<file path="src/rtl/uart_tx_pkg.sv">
package uart_tx_pkg;

   // Position within a frame
   typedef enum logic [2:0] {
      PH_IDLE,
      PH_START,
      PH_DATA,
      PH_PARITY,
      PH_STOP
   } tx_phase_e;

   // Framing options captured at frame start
   typedef struct packed {
      logic par_en;
      logic par_odd;
      logic stop2;
   } frame_opts_t;

endpackage

</file>
<file path="src/rtl/uart_tx_bit_timer.sv">
// Counts oversampling ticks and flags the last tick of each bit.
module uart_tx_bit_timer #(
   parameter int unsigned OVERSAMPLE = 16
) (
   input  logic clk_i,
   input  logic rst_ni,
   input  logic restart_i,
   input  logic run_i,
   input  logic tick_i,
   output logic bit_done_o
);

   localparam int unsigned CNT_W = (OVERSAMPLE > 1) ? $clog2(OVERSAMPLE) : 1;
   localparam logic [CNT_W-1:0] LAST = CNT_W'(OVERSAMPLE - 1);
   localparam bit POW2 = ((2 ** CNT_W) == OVERSAMPLE);

   logic [CNT_W-1:0] cnt_q;
   logic             at_last;

   assign at_last    = (cnt_q == LAST);
   assign bit_done_o = run_i && tick_i && at_last;

   generate
      if (POW2) begin : g_wrap
         // counter range matches the ratio exactly: natural wrap
         always_ff @(posedge clk_i or negedge rst_ni) begin
            if (!rst_ni)                cnt_q <= '0;
            else if (restart_i)         cnt_q <= '0;
            else if (run_i && tick_i)   cnt_q <= cnt_q + 1'b1;
         end
      end else begin : g_cmp
         always_ff @(posedge clk_i or negedge rst_ni) begin
            if (!rst_ni)                cnt_q <= '0;
            else if (restart_i)         cnt_q <= '0;
            else if (run_i && tick_i)   cnt_q <= at_last ? '0 : cnt_q + 1'b1;
         end
      end
   endgenerate

endmodule

</file>
<file path="src/rtl/uart_tx_parity.sv">
// Parity over the configured number of data bits only.
module uart_tx_parity #(
   parameter int unsigned DATA_W = 8,
   parameter int unsigned MIN_W  = 5,
   parameter int unsigned SEL_W  = 2
) (
   input  logic [DATA_W-1:0] data_i,
   input  logic [SEL_W-1:0]  len_sel_i,
   input  logic              odd_i,
   output logic              par_o
);

   logic [DATA_W-1:0] keep;

   generate
      for (genvar g = 0; g < int'(DATA_W); g++) begin : g_keep
         if (g < int'(MIN_W)) begin : g_always
            assign keep[g] = 1'b1;
         end else begin : g_sel
            assign keep[g] = (int'(len_sel_i) >= (g - int'(MIN_W) + 1));
         end
      end
   endgenerate

   assign par_o = (^(data_i & keep)) ^ odd_i;

endmodule

</file>
<file path="src/rtl/uart_tx_sequencer.sv">
// Frame state machine, shift register and captured line settings.
module uart_tx_sequencer
   import uart_tx_pkg::*;
#(
   parameter int unsigned DATA_W = 8,
   parameter int unsigned MIN_W  = 5,
   parameter int unsigned SEL_W  = 2
) (
   input  logic              clk_i,
   input  logic              rst_ni,
   input  logic              tx_en_i,
   input  logic              fifo_empty_i,
   input  logic [DATA_W-1:0] fifo_data_i,
   input  logic [SEL_W-1:0]  len_sel_i,
   input  frame_opts_t       opts_i,
   input  logic              par_bit_i,
   input  logic              bit_done_i,
   output logic              load_o,
   output logic              run_o,
   output logic              txd_o
);

   localparam int unsigned IDX_W = $clog2(DATA_W);
   localparam logic [IDX_W-1:0] BASE_IDX = IDX_W'(MIN_W - 1);

   tx_phase_e         phase_q;
   logic [DATA_W-1:0] shreg_q;
   logic [SEL_W-1:0]  len_q;
   frame_opts_t       opts_q;
   logic              par_q;
   logic [IDX_W-1:0]  idx_q;

   logic [IDX_W-1:0]  last_idx;
   logic              frame_end;

   assign last_idx  = BASE_IDX + IDX_W'(len_q);
   assign frame_end = (phase_q == PH_STOP) && bit_done_i &&
                      (!opts_q.stop2 || idx_q[0]);
   assign load_o    = ((phase_q == PH_IDLE) || frame_end) && tx_en_i && !fifo_empty_i;
   assign run_o     = (phase_q != PH_IDLE);

   always_ff @(posedge clk_i or negedge rst_ni) begin
      if (!rst_ni) begin
         phase_q <= PH_IDLE;
         shreg_q <= '0;
         len_q   <= '0;
         opts_q  <= '0;
         par_q   <= 1'b0;
         idx_q   <= '0;
      end else if (load_o) begin
         phase_q <= PH_START;
         shreg_q <= fifo_data_i;
         len_q   <= len_sel_i;
         opts_q  <= opts_i;
         par_q   <= par_bit_i;
         idx_q   <= '0;
      end else if (frame_end) begin
         phase_q <= PH_IDLE;
         idx_q   <= '0;
      end else if (bit_done_i) begin
         unique case (phase_q)
            PH_START: begin
               phase_q <= PH_DATA;
               idx_q   <= '0;
            end
            PH_DATA: begin
               shreg_q <= shreg_q >> 1;
               if (idx_q == last_idx) begin
                  idx_q   <= '0;
                  phase_q <= opts_q.par_en ? PH_PARITY : PH_STOP;
               end else begin
                  idx_q <= idx_q + 1'b1;
               end
            end
            PH_PARITY: begin
               phase_q <= PH_STOP;
               idx_q   <= '0;
            end
            PH_STOP: idx_q <= idx_q + 1'b1;
            default: phase_q <= PH_IDLE;
         endcase
      end
   end

   always_comb begin
      case (phase_q)
         PH_START:  txd_o = 1'b0;
         PH_DATA:   txd_o = shreg_q[0];
         PH_PARITY: txd_o = par_q;
         default:   txd_o = 1'b1;
      endcase
   end

endmodule

</file>
<file path="src/rtl/uart_tx_engine.sv">
module uart_tx_engine
   import uart_tx_pkg::*;
#(
   parameter int unsigned DATA_W     = 8,
   parameter int unsigned MIN_W      = 5,
   parameter int unsigned OVERSAMPLE = 16,
   localparam int unsigned SEL_W     = $clog2(DATA_W - MIN_W + 1)
) (
   input  logic              clk_i,
   input  logic              rst_ni,
   input  logic              tick16_i,
   input  logic              tx_en_i,
   input  logic [SEL_W-1:0]  word_len_i,
   input  logic              parity_en_i,
   input  logic              parity_odd_i,
   input  logic              two_stop_i,
   input  logic              fifo_empty_i,
   input  logic [DATA_W-1:0] fifo_data_i,
   output logic              fifo_pop_o,
   output logic              txd_o,
   output logic              busy_o
);

   generate
      if (MIN_W < 1 || MIN_W >= DATA_W) begin : g_bad_width
         $error("MIN_W must be at least 1 and below DATA_W");
      end
      if ((2 ** SEL_W) != (DATA_W - MIN_W + 1)) begin : g_bad_range
         $error("word length range must be a power of two in size");
      end
      if (OVERSAMPLE < 2) begin : g_bad_os
         $error("OVERSAMPLE must be at least 2");
      end
   endgenerate

   frame_opts_t opts;
   logic        par_bit;
   logic        load;
   logic        run;
   logic        bit_done;

   assign opts = '{par_en: parity_en_i, par_odd: parity_odd_i, stop2: two_stop_i};

   uart_tx_parity #(
      .DATA_W (DATA_W),
      .MIN_W  (MIN_W),
      .SEL_W  (SEL_W)
   ) u_parity (
      .data_i    (fifo_data_i),
      .len_sel_i (word_len_i),
      .odd_i     (parity_odd_i),
      .par_o     (par_bit)
   );

   uart_tx_bit_timer #(
      .OVERSAMPLE (OVERSAMPLE)
   ) u_timer (
      .clk_i      (clk_i),
      .rst_ni     (rst_ni),
      .restart_i  (load),
      .run_i      (run),
      .tick_i     (tick16_i),
      .bit_done_o (bit_done)
   );

   uart_tx_sequencer #(
      .DATA_W (DATA_W),
      .MIN_W  (MIN_W),
      .SEL_W  (SEL_W)
   ) u_seq (
      .clk_i        (clk_i),
      .rst_ni       (rst_ni),
      .tx_en_i      (tx_en_i),
      .fifo_empty_i (fifo_empty_i),
      .fifo_data_i  (fifo_data_i),
      .len_sel_i    (word_len_i),
      .opts_i       (opts),
      .par_bit_i    (par_bit),
      .bit_done_i   (bit_done),
      .load_o       (load),
      .run_o        (run),
      .txd_o        (txd_o)
   );

   assign fifo_pop_o = load;
   assign busy_o     = run || !fifo_empty_i;

endmodule

</file>
<file path="config.mk">
export PLATFORM = sky130hd
export DESIGN_NAME = uart_tx_engine
export DESIGN_NICKNAME = d
export VERILOG_FILES = /design/src/rtl/uart_tx_pkg.sv /design/src/rtl/uart_tx_bit_timer.sv /design/src/rtl/uart_tx_parity.sv /design/src/rtl/uart_tx_sequencer.sv /design/src/rtl/uart_tx_engine.sv
export SDC_FILE = /design/constraint.sdc
export NUM_CORES = 1
export LEC_CHECK = 0
export ABC_AREA = 1
export BUFFER_PORTS_ARGS = -buffer_cell sky130_fd_sc_hd__clkbuf_2
export CORE_MARGIN = 2
export CORE_UTILIZATION = 45
export DETAILED_ROUTE_END_ITERATION = 6
export GPL_TIMING_DRIVEN = 0
export PLACE_DENSITY_LB_ADDON = 0.3
export SYNTH_ARGS = -nofsm -noshare
export SYNTH_HDL_FRONTEND = slang
export SYNTH_HIERARCHICAL = 1
export SYNTH_SLANG_ARGS = --single-unit
</file>
<file path="constraint.sdc">
create_clock -name clk_i -period 2.47 [get_ports clk_i]
set_clock_uncertainty 0.1 [all_clocks]
set_input_delay 0.494 -clock clk_i [delete_from_list [all_inputs] [get_ports clk_i]]
set_output_delay 0.494 -clock clk_i [all_outputs]
set_load 0.005 [all_outputs]
</file>
# Yosys cells after proc, flatten, opt, wreduce, memory -nomap -nowiden
# Cells that the tools add are included.
# Widths: inputs -> output; s select.
[word_totals] ff_bits=23 latch_bits=0 ram_bits=0 rom_bits=0 in_bits=18 out_inout_bits=3 word_cells=66 mem_count=0
[classes] addsub=3 n_mul=0 div_mod_pow=0 order_cmp=3 n_eq_ne=9 n_shift=0 n_mux=18 bitwise_logic=2 n_reduce_logical=23
[ops] cell="$mux 8" n=4
[ops] cell="$mux 3" n=9
[ops] cell="$pmux 3 s4" n=1
[ops] cell="$pmux 3 s3" n=1
[ops] cell="$and 8x8->8" n=1
[ops] cell="$mux 4" n=2
[ops] cell="$reduce_xor 8->1" n=1
[ops] cell="$eq 3x2->1 const B" n=2
[ops] cell="$logic_and 1x1->1" n=6
[ops] cell="$reduce_and 3->1" n=2
[ops] cell="$reduce_bool 2->1" n=3
[ops] cell="$reduce_bool 3->1" n=2
[ops] cell="$reduce_bool 5->1" n=1
[ops] cell="$add 4x1->4 const B" n=1
[ops] cell="$eq 4x4->1 const B" n=1
[ops] cell="$ge 2x2->1 const B" n=2
[ops] cell="$ne 4x2->1 const B" n=1
[ops] cell="$add 3x1->3 const B" n=1
[ops] cell="$add 3x2->3 const A" n=1
[ops] cell="$eq 3x1->1 const B" n=1
[ops] cell="$eq 3x3->1" n=1
[ops] cell="$eq 3x3->1 const B" n=1
[ops] cell="$logic_not 3->1" n=1
[ops] cell="$logic_or 1x1->1" n=3
[ops] cell="other kinds (8)" n=9

# Longest topological paths before layout
[logic_depth] word_depth=10 mapped_depth=13 ltp_nobuf=13

# Hierarchy
# Netlist, hierarchy kept.
[modules_own_cells] mod="uart_tx_sequencer" instances=1 cells_per_inst=152 area_each_um2=1079.8 seq_area_each_um2=475.5
[modules_own_cells] mod="uart_tx_bit_timer" instances=1 cells_per_inst=28 area_each_um2=224.0 seq_area_each_um2=100.1
[modules_own_cells] mod="uart_tx_parity" instances=1 cells_per_inst=46 area_each_um2=187.7 seq_area_each_um2=0.0
[modules_own_cells] mod="uart_tx_engine" instances=1 cells_per_inst=2 area_each_um2=7.5 seq_area_each_um2=0.0

# Least setup slack after synthesis
# No wires, ideal clock.
[synth_timing] path_kind="reg2out" start="register u_seq.phase_q[0]" end="output fifo_pop_o" arrival_time_ns=1.475 t_required_ns=1.876 setup_slack_ns=0.401 stages_incl_launch_ff=10 path_buffers=0 cell_sequence="dfrtp_1 nor2_1 nand2_1 nand2_2 nor3_2 and2_1 nand2_1 a21oi_2 nand2_2 clkinv_1"
[synth_via] elab_chain_cells=8 word_cells_on_any_way=10 cone_classes="1 x eq/ne; 9 x reduce/logical"
[synth_lines] item="start, declared" line="uart_tx_sequencer.sv:26" rtl="tx_phase_e phase_q;"
[synth_lines] item="start signal, assigned" line="uart_tx_sequencer.sv:70" rtl="phase_q <= opts_q.par_en ? PH_PARITY : PH_STOP;"
[synth_lines] item="$reduce_bool 3->1" line="uart_tx_sequencer.sv:40" rtl="assign run_o = (phase_q != PH_IDLE);"
[synth_lines] item="net run" line="uart_tx_engine.sv:39" rtl="logic run;"
[synth_lines] item="$logic_and 1x1->1 (2 in series)" line="uart_tx_bit_timer.sv:21" rtl="assign bit_done_o = run_i && tick_i && at_last;"
[synth_lines] item="net bit_done" line="uart_tx_engine.sv:40" rtl="logic bit_done;"
[synth_lines] item="$logic_and 1x1->1 (2 in series)" line="uart_tx_sequencer.sv:37" rtl="assign frame_end = (phase_q == PH_STOP) && bit_done_i &&"
[synth_lines] item="$logic_or 1x1->1" line="uart_tx_sequencer.sv:39" rtl="assign load_o = ((phase_q == PH_IDLE) || frame_end) && tx_en_i && !fifo_empty_i;"
[synth_lines] item="$logic_and 1x1->1 (2 in series)" line="uart_tx_sequencer.sv:39"
[synth_lines] item="end, declared" line="uart_tx_engine.sv:19" rtl="output logic fifo_pop_o,"
# The timed path passes the listed nets, and every way through them passes these cells.

# Worst setup path after layout
[layout_timing] start="register u_seq.phase_q[1]" end="output fifo_pop_o"
# Same word-level chain as after synthesis.

==> metrics.csv <==
stage,metric,value,unit
sta,max_freq,0.429,GHz
synthesis,ys_warn_count,6,
worst_setup_path,worst_setup_path_start_kind,register,
routing,drtIter0Drc,62,
sta,rsz0062_at_grt,false,
clock_network,clkTransAtPathRegs,0.13,ns
flow_run,drv_cap,0,
clock_network,cts_buffers,3,
placement,place.gp.congestion,0.820,
floorplan,die_area,3810,µm²
floorplan,fp.dieW,61.7,µm
finish,layout-drive-gt1-share,22.1,%
clock_network,insertion_delay,0.32,ns
synthesis,yosys.area.top_type_share,38.4,%
clock_network,cts_tree,built,
synthesis,synth_ff_type,dfrtp_1,
synthesis,async_reset_ff_share,100,%
sta,period_minus_slack,2.33,ns
placement,hpwl,2.19,mm
clock_network,cts.hold.buffers_added,0,
floorplan,start_util,48.3,%
sta,max_slew.worst_pin.slew,0.575,ns
grt,antenna_found_initial,0,
clock_network,cts_root_buffer,clkbuf_4,
sta,final-setup-viol-count,0,
synthesis,syn_nets,248,
routing,via_per_inst,4.63,
sta,fin_crit_sh,94.4,%
power,power.density,955,nW/µm²
worst_setup_path,worst_ep_required_time,1.88,ns
worst_setup_path,path_max_fanout,5,
synthesis,synthTopCellsByArea,"dfrtp_1 38%, nand2_1 21%, inv_1 9.5%",
synthesis,synth_cell_types,24,
sta,hold_violations,0,
clock_network,cts_buffer_depth,2,
grt,grt_first_pass_wirelength,5.13,mm
sta,holdWs,0.0407,ns
power,p_leak,0.00105,µW
worst_setup_path,cp.arrival,1.74,ns
synthesis,ys_seq_elements,23,
routing,route.detailed.drc,0,
floorplan,fp.dieH,61.7,µm
sta,relSlewSlack,61.6,%
routing,antenna_left,0,
clock_network,clock_sinks,23,
synthesis,netlist_instances,228,
clock_network,cts_htree_levels,1,
finish,nets,279,
finish,finalNonFillerCells,302,
routing,first_pass_iters,4,
worst_hold_path,hp-class,in -> async,
finish,antenna_cells,0,
synthesis,syn_avg_cell_area,6.57,µm²
floorplan,core.rowCount,20,
power,vdd_drop_max,0.326,mV
synthesis,yosysTopAreaCell,dfrtp_1,
worst_setup_path,crit_path_end_kind,output port,
finish,area_delta_synth_final,16.9,%
grt,grt_max_degree,24,
routing,wirelength,2.95,mm
worst_setup_path,path_class,reg -> out,
status,status,finished clean,
routing,wire_per_inst,9.76,µm
routing,vias,1398,
placement,port_buffers,20,
synthesis,syn_area,1500,µm²
placement,place_inst,292,
grt,grt-ovfl-total,0,
synthesis,synth_edf_count,0,
sta,drv_slew,0,
synthesis,synth-seq-area-share,38.4,%
floorplan,core_area,3100,µm²
floorplan,pin_count,21,
grt,grt_usage,18.1,%
grt,grt_pass1_vias,1262,
-- timing repair --
item                                    CTS  global route
setup buffers                             5             1
endpoints found under the setup margin    1             1
pin swaps                                 2             2
resized for setup                         7             3
-- per-stage QoR --
step | cell area [µm²] | power (µW) | worst slack [ns] | utilization [%] | setup TNS [ns]
floorplan | 1500 | 1230 | 0.401 | - | 0
global placement | 1650 | 1390 | -0.0392 | 53.3 | -0.0392
detailed placement | 1650 | 1420 | -0.0246 | 53.3 | -0.0246
CTS | 1730 | 1660 | 0.0139 | 55.9 | 0
global route | 1750 | 1840 | 0.0342 | 56.5 | 0
finish | 1750 | 1670 | 0.138 | 56.5 | 0
-- per-layer routing --
layer	wire [µm]	vias up	share of wire, %	global-route usage (%)
met5	0	-	0	0
met4	27	0	0.92	7.29
met2	1360	27	46	31.9
met3	104	2	3.5	1.86
li1	-	753	-	-
met1	1450	616	49	22.8
-- kinds of logic after synthesis --
family	after synthesis	synth area share, %
and+or+nand+nor	137	39.6
buffers and inverters	46	12.8
DFF	23	38.4
AOI/OAI and AO/OA	19	7.01
adders and majority gates	2	1.67
xor gates and xnor gates	1	0.584
-- final cells by class --
type	instances	area, µm²
Timing Repair Buffer	26	145
Fill cell	346	1350
Clock inverter	1	7.51
Multi-Input combinational cell	159	748
Sequential cell	23	578
Clock buffer	3	22.5
Tap cell	44	55.1
Inverter	44	170
Buffer	2	26.3
-- critical path, cell delays in order (launching register included) --
cell and delay (ns):
dfrtp_2 0.43, nor2_1 0.16, nand2_2 0.11, nand2_4 0.12, nor3_4 0.04, and2_4 0.15, nand2_1 0.08, a21oi_2 0.06
nand2_2 0.10, clkinv_4 0.07, clkbuf_2 0.11
-- placed cells by master, fill, tap and decap left out, types with 2 or more instances in the layout --
cell type,instances
nor2_1,18
a21oi_1,6
o21ai_0,3
clkbuf_4,3
nand2_4,2
inv_2,6
ha_1,2
o21ai_1,7
inv_1,37
dfrtp_1,21
nand2_1,83
clkbuf_2,20
nor2_2,2
nor2_4,2
nand2_2,6
dfrtp_2,2
buf_4,6
nand3_1,21
-- sequential cells by signal (all words and copies together), names as in the netlist --
name	count
u_seq/shreg_q	8
u_seq/phase_q	3
u_seq/par_q	1
u_seq/idx_q	3
u_seq/len_q	2
u_seq/opts_q	2
u_timer/cnt_q	4
-- path summary, 6_finish.rpt --
| check | startpoint | endpoint | slack [ns] | depth (start not counted) |
|---|---|---|---|---|
| min | rst_ni | u_timer/cnt_q[1]$_DFFE_PN0P_ | 0.04 | 1 |
| max reg2reg | u_seq/phase_q[1]$_DFFE_PN0P_ | u_seq/phase_q[1]$_DFFE_PN0P_ | 0.50 | 14 |
| max in group asynchronous | rst_ni | u_seq/phase_q[1]$_DFFE_PN0P_ | 1.81 | 1 |
| max | u_seq/phase_q[1]$_DFFE_PN0P_ | fifo_pop_o | 0.14 | 10 |
| min reg2reg | u_seq/par_q$_DFFE_PN0P_ | u_seq/par_q$_DFFE_PN0P_ | 0.41 | 2 |
| min in group clk_i | two_stop_i | u_seq/opts_q[0]$_DFFE_PN0P_ | 0.26 | 3 |
-- report_power, final --
group / internal (µW) / leakage [µW] / switching (µW)
Clock: 61.8 / 0.0000139 / 118
Sequential: 550 / 0.000281 / 116
Combinational: 339 / 0.000755 / 489
Total: 951 / 0.00105 / 723
-- cells in the mapped netlist, types with 2 or more instances --
| master | count |
|---|---|
| dfrtp_1 | 23 |
| nand3_1 | 21 |
| nor2_4 | 2 |
| nor2_2 | 2 |
| nand2_2 | 6 |
| o21ai_0 | 3 |
| nor2_1 | 18 |
| nand2_1 | 84 |
| ha_1 | 2 |
| o21ai_1 | 7 |
| inv_1 | 38 |
| a21oi_1 | 6 |
| inv_2 | 5 |
Note: power is estimated with default switching activity, not from simulation.
